[src/rtl/mw_eeprom_reader.sv]
module mw_eeprom_reader #(
  parameter int          ADDR_W  = 8,
  parameter logic [15:0] ID_WORD = 16'h8139,
  parameter logic [47:0] STATION = 48'h02_1A_3C_5E_7F_91
) (
  input  logic       clk,
  input  logic       rst_n,
  input  logic       wr_en,
  input  logic       wr_sel,
  input  logic [7:0] wr_data,
  output logic [7:0] ctrl_rd,
  output logic [7:0] cmd_rd,
  output logic       err
);
  localparam int PREFIX = ADDR_W + 4;
  localparam int TOTAL  = ADDR_W + 20;
  localparam int IDX_W  = $clog2(TOTAL + 1);

  function automatic logic [15:0] rom_word(input int unsigned a);
    case (a)
      0:       rom_word = ID_WORD;
      7:       rom_word = {STATION[39:32], STATION[47:40]};
      8:       rom_word = {STATION[23:16], STATION[31:24]};
      9:       rom_word = {STATION[7:0],   STATION[15:8]};
      default: rom_word = 16'h0000;
    endcase
  endfunction

  logic [7:1]        ctrl_q;
  logic              dout_q, err_q;
  logic [7:0]        cmd_q;
  logic [PREFIX-1:0] shift_q;
  logic [IDX_W-1:0]  idx_q;
  logic [15:0]       word_q;

  wire ctrl_wr  = wr_en && !wr_sel;
  wire clk_rise = ctrl_wr && wr_data[2] && !ctrl_q[2];
  wire sel_rise = ctrl_wr && wr_data[3] && !ctrl_q[3];

  wire [PREFIX-1:0] shift_base = sel_rise ? '0 : shift_q;
  wire [IDX_W-1:0]  idx_base   = sel_rise ? '0 : idx_q;
  wire [PREFIX-1:0] shift_nx   = {shift_base[PREFIX-2:0], wr_data[1]};

  wire              in_prefix = idx_base < IDX_W'(PREFIX);
  wire              at_decode = idx_base == IDX_W'(PREFIX - 1);
  wire [3:0]        opcode    = shift_nx[PREFIX-1 -: 4];
  wire [ADDR_W-1:0] addr_f    = shift_nx[ADDR_W-1:0];
  wire              is_read   = opcode == 4'b0110;
  wire [IDX_W-1:0]  idx_inc   = idx_base + 1'b1;
  wire              wrap      = idx_inc == IDX_W'(TOTAL);
  wire [IDX_W-1:0]  bpos      = IDX_W'(PREFIX + 15) - idx_base;

  always_ff @(posedge clk) begin
    if (!rst_n) begin
      ctrl_q  <= '0;
      dout_q  <= 1'b0;
      err_q   <= 1'b0;
      cmd_q   <= '0;
      shift_q <= '0;
      idx_q   <= '0;
      word_q  <= '0;
    end else begin
      if (ctrl_wr) ctrl_q <= wr_data[7:1];
      if (wr_en && wr_sel) cmd_q <= wr_data & 8'hEF;
      if (clk_rise) begin
        shift_q <= in_prefix ? shift_nx : shift_base;
        if (at_decode) begin
          word_q <= is_read ? rom_word(32'(addr_f)) : 16'h0000;
          if (!is_read) err_q <= 1'b1;
        end
        if (!in_prefix) dout_q <= word_q[bpos[3:0]];
        if (wrap) begin
          idx_q   <= '0;
          shift_q <= '0;
        end else begin
          idx_q <= idx_inc;
        end
      end else if (sel_rise) begin
        shift_q <= '0;
        idx_q   <= '0;
      end
    end
  end

  assign ctrl_rd = {ctrl_q, dout_q};
  assign cmd_rd  = cmd_q;
  assign err     = err_q;
endmodule


[config.mk]
export PLATFORM = sky130hd
export DESIGN_NAME = mw_eeprom_reader
export DESIGN_NICKNAME = d
export VERILOG_FILES = /design/src/rtl/mw_eeprom_reader.sv
export SDC_FILE = /design/constraint.sdc
export NUM_CORES = 1
export LEC_CHECK = 0
export BUFFER_PORTS_ARGS = -buffer_cell sky130_fd_sc_hd__buf_4
export CELL_PAD_IN_SITES_DETAIL_PLACEMENT = 1
export CELL_PAD_IN_SITES_GLOBAL_PLACEMENT = 2
export CORE_MARGIN = 2
export CORE_UTILIZATION = 35
export CTS_BUF_LIST = sky130_fd_sc_hd__clkbuf_4 sky130_fd_sc_hd__clkbuf_8
export DETAILED_ROUTE_END_ITERATION = 16
export GPL_ROUTABILITY_DRIVEN = 0
export PLACE_DENSITY_LB_ADDON = 0.3
export SLEW_MARGIN = 10
export SYNTH_ARGS = -nofsm -noshare
export SYNTH_HDL_FRONTEND = slang
export SYNTH_SLANG_ARGS = --single-unit
[constraint.sdc]
create_clock -name clk -period 2.8 [get_ports clk]
set_input_delay 0.28 -clock clk [delete_from_list [all_inputs] [get_ports clk]]
set_output_delay 0.28 -clock clk [all_outputs]
set_load 0.03 [all_outputs]
---- After elaboration in Yosys (flattened, before gate mapping) ----
Cells that the tools add are included.
cells by class
  eq/ne operators ......................... 6
  reductions and logical operators ........ 13
  mux-type cells .......................... 11
  add/sub/neg operators ................... 2
  $lt $le $gt $ge ......................... 2
  bitwise gates (word level) .............. 2
operator list
  operator                                                                       count
  16-bit one-hot mux with 4 select lines                                         1
  12-bit 2-to-1 mux                                                              4
  8-bit by 4-bit equality test with 1-bit output (second input constant)         2
  16-bit 2-to-1 mux                                                              1
  5-bit 2-to-1 mux                                                               3
  8-bit by 3-bit equality test with 1-bit output (second input constant)         1
  8-bit zero test                                                                1
  1-bit logical AND                                                              6
  5-bit by 1-bit adder with 5-bit output (second input constant)                 1
  5-bit by 4-bit equality test with 1-bit output (second input constant)         1
  5-bit equality test (second input constant)                                    1
  4-bit by 5-bit less-than comparator with 1-bit output (second input constant)  1
  5-bit by 4-bit less-than comparator with 1-bit output (second input constant)  1
  1-bit binary-select mux with 4-bit select                                      1
  4-bit by 3-bit equality test with 1-bit output (second input constant)         1
  2-bit AND reduction                                                            2
  4-bit subtractor (first input constant)                                        1
  1-bit zero test                                                                3
  3-bit AND reduction                                                            1
  1-bit inverter                                                                 2
  1-bit 2-to-1 mux                                                               1
storage, ports and cells
  logic and storage cells ................. 43
  register bits after elaboration ......... 49
  bits of input ports ..................... 12

---- Longest topological paths before layout ----
  depth in word-level cells ............... 9
  gate-level depth with buffers ........... 11

---- Worst setup path before layout ----
No wires, ideal clock.
  path kind ............................... reg2reg
  start ................................... register ctrl_q[3] in the netlist's numbering
  end ..................................... register word_q[11]
  path buffers ............................ 2
  cell stages (with the launch flop) ...... 11
  path slack .............................. 0.034 ns
  arrival time ............................ 2.708 ns
  period minus slack after synthesis ...... 2.766 ns
  required time ........................... 2.742 ns
  cell sequence ........................... dfxtp_1 > nand4bb_1 > clkbuf_1 > clkbuf_1 > and2_1 > ha_1 > nand2_1 > or4_4 > nor4_4 > and2b_1 > o21a_1
on the way
  longest elaborated chain between the ends .. 6
  elaborated cells between the ends (all ways) .. 13
ends and longest elaborated chain
  element                                                                       line  text
  from (decl)                                                                   29    logic [7:1] ctrl_q;
  from (signal assigned)                                                        63    if (ctrl_wr) ctrl_q <= wr_data[7:1];
  1-bit zero test (*)                                                           38    wire sel_rise = ctrl_wr && wr_data[3] && !ctrl_q[3];
  1-bit logical AND (*)                                                         38
  12-bit 2-to-1 mux                                                             --
  8-bit by 4-bit equality test with 1-bit output, or another cell as far along  20    case (a)
  16-bit one-hot mux with 4 select lines                                        20
  16-bit 2-to-1 mux                                                             68    word_q <= is_read ? rom_word(32'(addr_f)) : 16'h0000;
  to (signal assigned)                                                          68
  to (decl)                                                                     34    logic [15:0] word_q;
Mark *: on every way between the ends. The rest lies on a longest branch, timed or not.
A chain may end at the register's enable or synchronous reset.

---- Worst setup path in the final report ----
  start ................................... register ctrl_q[3] in the netlist's numbering
  end ..................................... register word_q[1]
Same word-level chain as after synthesis.

==> impl_results.md <==
* Dpl ws at 0.0822 ns
* Count of H-tree levels built during CTS at 2
* Fraction of synthesis flops using an asynchronous set or reset pin at 0%
* Aggregate global-route resource usage at 16.9%
* Fraction of final layout cells with drive strength greater than 1 at 18.8%
* FF+latch count, synth at 40
* Endpoint of the worst hold path: ctrl_q[4]$_SDFFE_PN0N_
* FMAX at 394 MHz
* Hold-fix buffer count after cts at 0
* Required time at the worst-slack endpoint at 3.02 ns
* Wire length of the first global-routing pass at a little over 8000 um
* Delay of the slowest critical-path stage at 0.53 ns
* Min Clock Period, post-route at ~2.5 ns
* Reg2reg start: ctrl_q[3]$_SDFFE_PN0N_
* DRC marker count from the first detailed-route iteration at 57
* Unrepaired setup endpoints after global routing: false
* Clock latency reported for the late side of the worst-skew pair at slightly below 0.3 ns
* Result of the run: finished, final reports clean
* Startpoint types: flip-flop
* Relative slew slack at 51.8%
* Start point of the worst hold path: wr_data[4]
* Warnings from Yosys at 0
* Total clock buffers created by CTS at 5
* Die width at about 79 um
* GR Util met3 at between 3 and 4%
* # port buffers at 27
* Setup TNS after final layout at 0 ns
* Crit path max fanout at 10
* TritonCTS clock tree: yes
* Multiplexer area fraction after synthesis at 6.11%
* Routed wire length per instance at 15.0 um
* Worst Reg2Reg Path Length in Cells at 8
* Crit path arrival time at 2.76 ns
* Mapped Cells at 230
* Arithmetic-cell share of the synthesized area counting full adders, half adders and majority gates at 2.55%
* Complex-gate fraction of the synthesized area at 18.0%
* Clock-pin slew on the worst setup and hold paths at 0.08 ns
* Area Growth Syn to Fin at 19.2%
* Most used routing layer in global routing: met2
* Total inserted antenna cells at 0
* Met1 Use GR at 21.4%
* Kind of critical path: flip-flop to flip-flop
* Number of flops mapped to enable cells by yosys at 0
* Die outline height at around 79 um
* Capture instance of the worst register-to-register path: word_q[1]$_SDFFE_PN0P_
* Fin worst setup slack at 0.264 ns
* Clock Skews at 0.00628 ns
* Mapped cell area at 1970 um2
* Via density per instance at 5.21
* Total leakage power at 0.967 nW
* DRC errors left at 0
* Power Dens Cells at 478 nW/um2
* Fill cell instance count of the final layout at 674
* Overall overflow remaining after global route at 0
* Total iterations of the first detailed-routing run at 3
* Grt met2 use at 28.8%
* Worst path slowest cell: or4_4
* Largest family of logic cells by synthesized area: simple AND/OR/NAND/NOR gates
* Share of the yosys chip area belonging to registers at 40.7%
* Root buffer selected by CTS: clkbuf_8
* Reg-to-reg slack, setup at 0.26 ns
* Tightest Pin Transition at roughly 0.7 ns
* Final HPWL from detailed placement at about 3500 um
* Total Die Area at roughly 6200 um2
* Synth Area in Simple Gates at 27.0%
* Most used cell, CP: nand2_1
* Final cycle utilization of the critical path at 90.6%
* FP Rows at 27
* Number of antenna-violating nets in the routed design at 0
* Number of buffers and inverters on the critical path at 0
* Number of slew-limit violations in the final report at 0
* Syn nets at roughly 250
* Avg Inst Size Synth at 8.55 um2
* CP cell instances: nand4bb_2, nand2_1, ha_1, nand2_1, or4_4, nor3_1, a21oi_1, a21boi_1
* Antenna violations before repair at 0
* Max clock buf depth at 2
* Nets at between 200 and 300
* Hold WC Path Type: primary input to flip-flop
* Vias at 1703
* Number of violations of the max-capacitance limit at 0
* Final setup violation count at 0
* Initial Utilization at 35.9%
* Maximum number of pins on one net before global-route repair at 33
* Prevailing post-synth register cell: dfxtp_1
* Worst hold path cell count at 3
* Xor/xnor share of the synthesized area at 1.78%
* Setup Buffers After CTS at 0
* Core area at 5470 um2
* Number of top-level pins at 29
* Maximum resistive drop on vdd at 0.179 mV
* Dominant delay contributor by cell family on the critical path: simple AND/OR/NAND/NOR gates
* Total wire length at 4890 um
* Worst Setup End Kind: flip-flop
* Number of hold-slack violations in the final timing report at 0
* Number of global-route vias before repair at 1714
* Count of different cell masters after synthesis at 43
* Clock sink total at 40
==> synthesized netlist by cell type, types with 2 or more instances <==
master     count  share of area, %
a211oi_1       3               1.1
a21boi_0      17               6.5
a21boi_1       2              0.76
a21o_1         2              0.76
a21oi_1        6               1.5
a22oi_1        3               1.1
and2_1         5               1.6
and3_1         3              0.95
buf_4          2              0.76
clkbuf_1      13               2.5
dfxtp_1       40                41
ha_1           4               2.5
mux2i_1       12               6.1
nand2_1       37               7.1
nand2b_1       2              0.64
nand3_1       11               2.8
nand4_1        3              0.95
nand4bb_1      2               1.1
nor2_1        18               3.4
nor2b_1        7               2.2
nor3_1         4               1.0
nor4bb_1       2               1.0
o211ai_1       2              0.76
o21a_1         3               1.1
o21ai_0        7               1.8
xnor2_1        2              0.89
xor2_1         2              0.89
==> worst max path at each step <==
| stage | startpoint | to | cells past startpoint |
|---|---|---|---|
| 2_1_floorplan | ctrl_q[3]$_SDFFE_PN0N_ | word_q[11]$_SDFFE_PN0P_ | 10 |
| 3_3_place_gp | wr_sel | word_q[1]$_SDFFE_PN0P_ | 9 |
| 3_5_place_dp | wr_sel | word_q[1]$_SDFFE_PN0P_ | 9 |
| 4_1_cts | ctrl_q[3]$_SDFFE_PN0N_ | word_q[1]$_SDFFE_PN0P_ | 8 |
| 5_1_grt | ctrl_q[3]$_SDFFE_PN0N_ | shift_q[6]$_SDFF_PN0_ | 8 |
| 6_report | ctrl_q[3]$_SDFFE_PN0N_ | word_q[1]$_SDFFE_PN0P_ | 8 |
==> where the power goes <==
| part | internal (mW) | leakage [nW] | switching, mW |
|---|---|---|---|
| Clock | 0.220 | 0.0503 | 0.192 |
| Combinational | 0.0488 | 0.593 | 0.0701 |
| Sequential | 0.579 | 0.324 | 0.00982 |
==> cells in the final DEF (no fill, tap or decap), types with 3 or more instances in the layout <==
| master | instances |
|---|---|
| a211oi_1 | 3 |
| a21boi_0 | 17 |
| a21oi_1 | 6 |
| a22oi_1 | 3 |
| and2_1 | 5 |
| and3_1 | 3 |
| buf_4 | 34 |
| clkbuf_8 | 7 |
| dfxtp_1 | 40 |
| ha_1 | 4 |
| mux2i_1 | 12 |
| nand2_1 | 37 |
| nand3_1 | 11 |
| nand4_1 | 3 |
| nor2_1 | 18 |
| nor2b_1 | 7 |
| nor3_1 | 4 |
| o21a_1 | 3 |
| o21ai_0 | 6 |
==> cells by family after synthesis <==
| logic type | count (synthesis) |
|---|---|
| AOI/OAI and AO/OA | 50 |
| DFF | 40 |
| and+or+nand+nor | 102 |
| buffers and inverters | 17 |
| muxes | 12 |
| adders and majority gates | 4 |
| xor gates and xnor gates | 4 |
| other | 1 |
==> flip-flops by register name, indices dropped and copies added (netlist names) <==
register,count
cmd_rd,7
ctrl_q,7
idx_q,5
word_q,8
err,1
dout_q,1
shift_q,11
==> per-layer routing <==
metal / vias up / part of all wire (%)
met1: 822 / 48
met2: 25 / 47
li1: 851 / -
met3: 5 / 3.4
met5: - / 0
met4: 0 / 1.1
==> worst register-to-register path: cells and delay by family (launching register included) <==
kind            cells  cell delay, ns
simple gates        5            1.71
flops               1            0.35
fa+ha+maj           1            0.18
compound gates      2            0.23
==> area by class of cell <==
cell class	instances	area [um2]	area share [%]
Multi-Input combinational cell	173	1100	46.8
Sequential cell	40	801	34.2
Timing Repair Buffer	34	255	10.9
Clock buffer	7	96.3	4.11
Tap cell	72	90.1	3.84
Inverter	1	3.75	0.160
==> timing repair <==
item                                   CTS  global route
resized for setup                        0             1
setup endpoints to repair                0            20
endpoints found under the hold margin    0             0
==> through the flow <==
step / instances / hold slack (ns) / util, % / power (mW) / area, um2
6_report: 327 / 0.250 / 42.8 / 1.12 / 2340
5_1_grt: 327 / 0.268 / 42.8 / 1.17 / 2340
4_1_cts: 327 / 0.243 / 42.7 / 1.13 / 2340
3_5_place_dp: 320 / 0.458 / 41.0 / 0.723 / 2240
3_3_place_gp: 320 / 0.449 / 41.0 / 0.721 / 2240
2_1_floorplan: 230 / 0.425 / - / 0.673 / 1970
No activity file was read; power rests on OpenSTA's default activity.
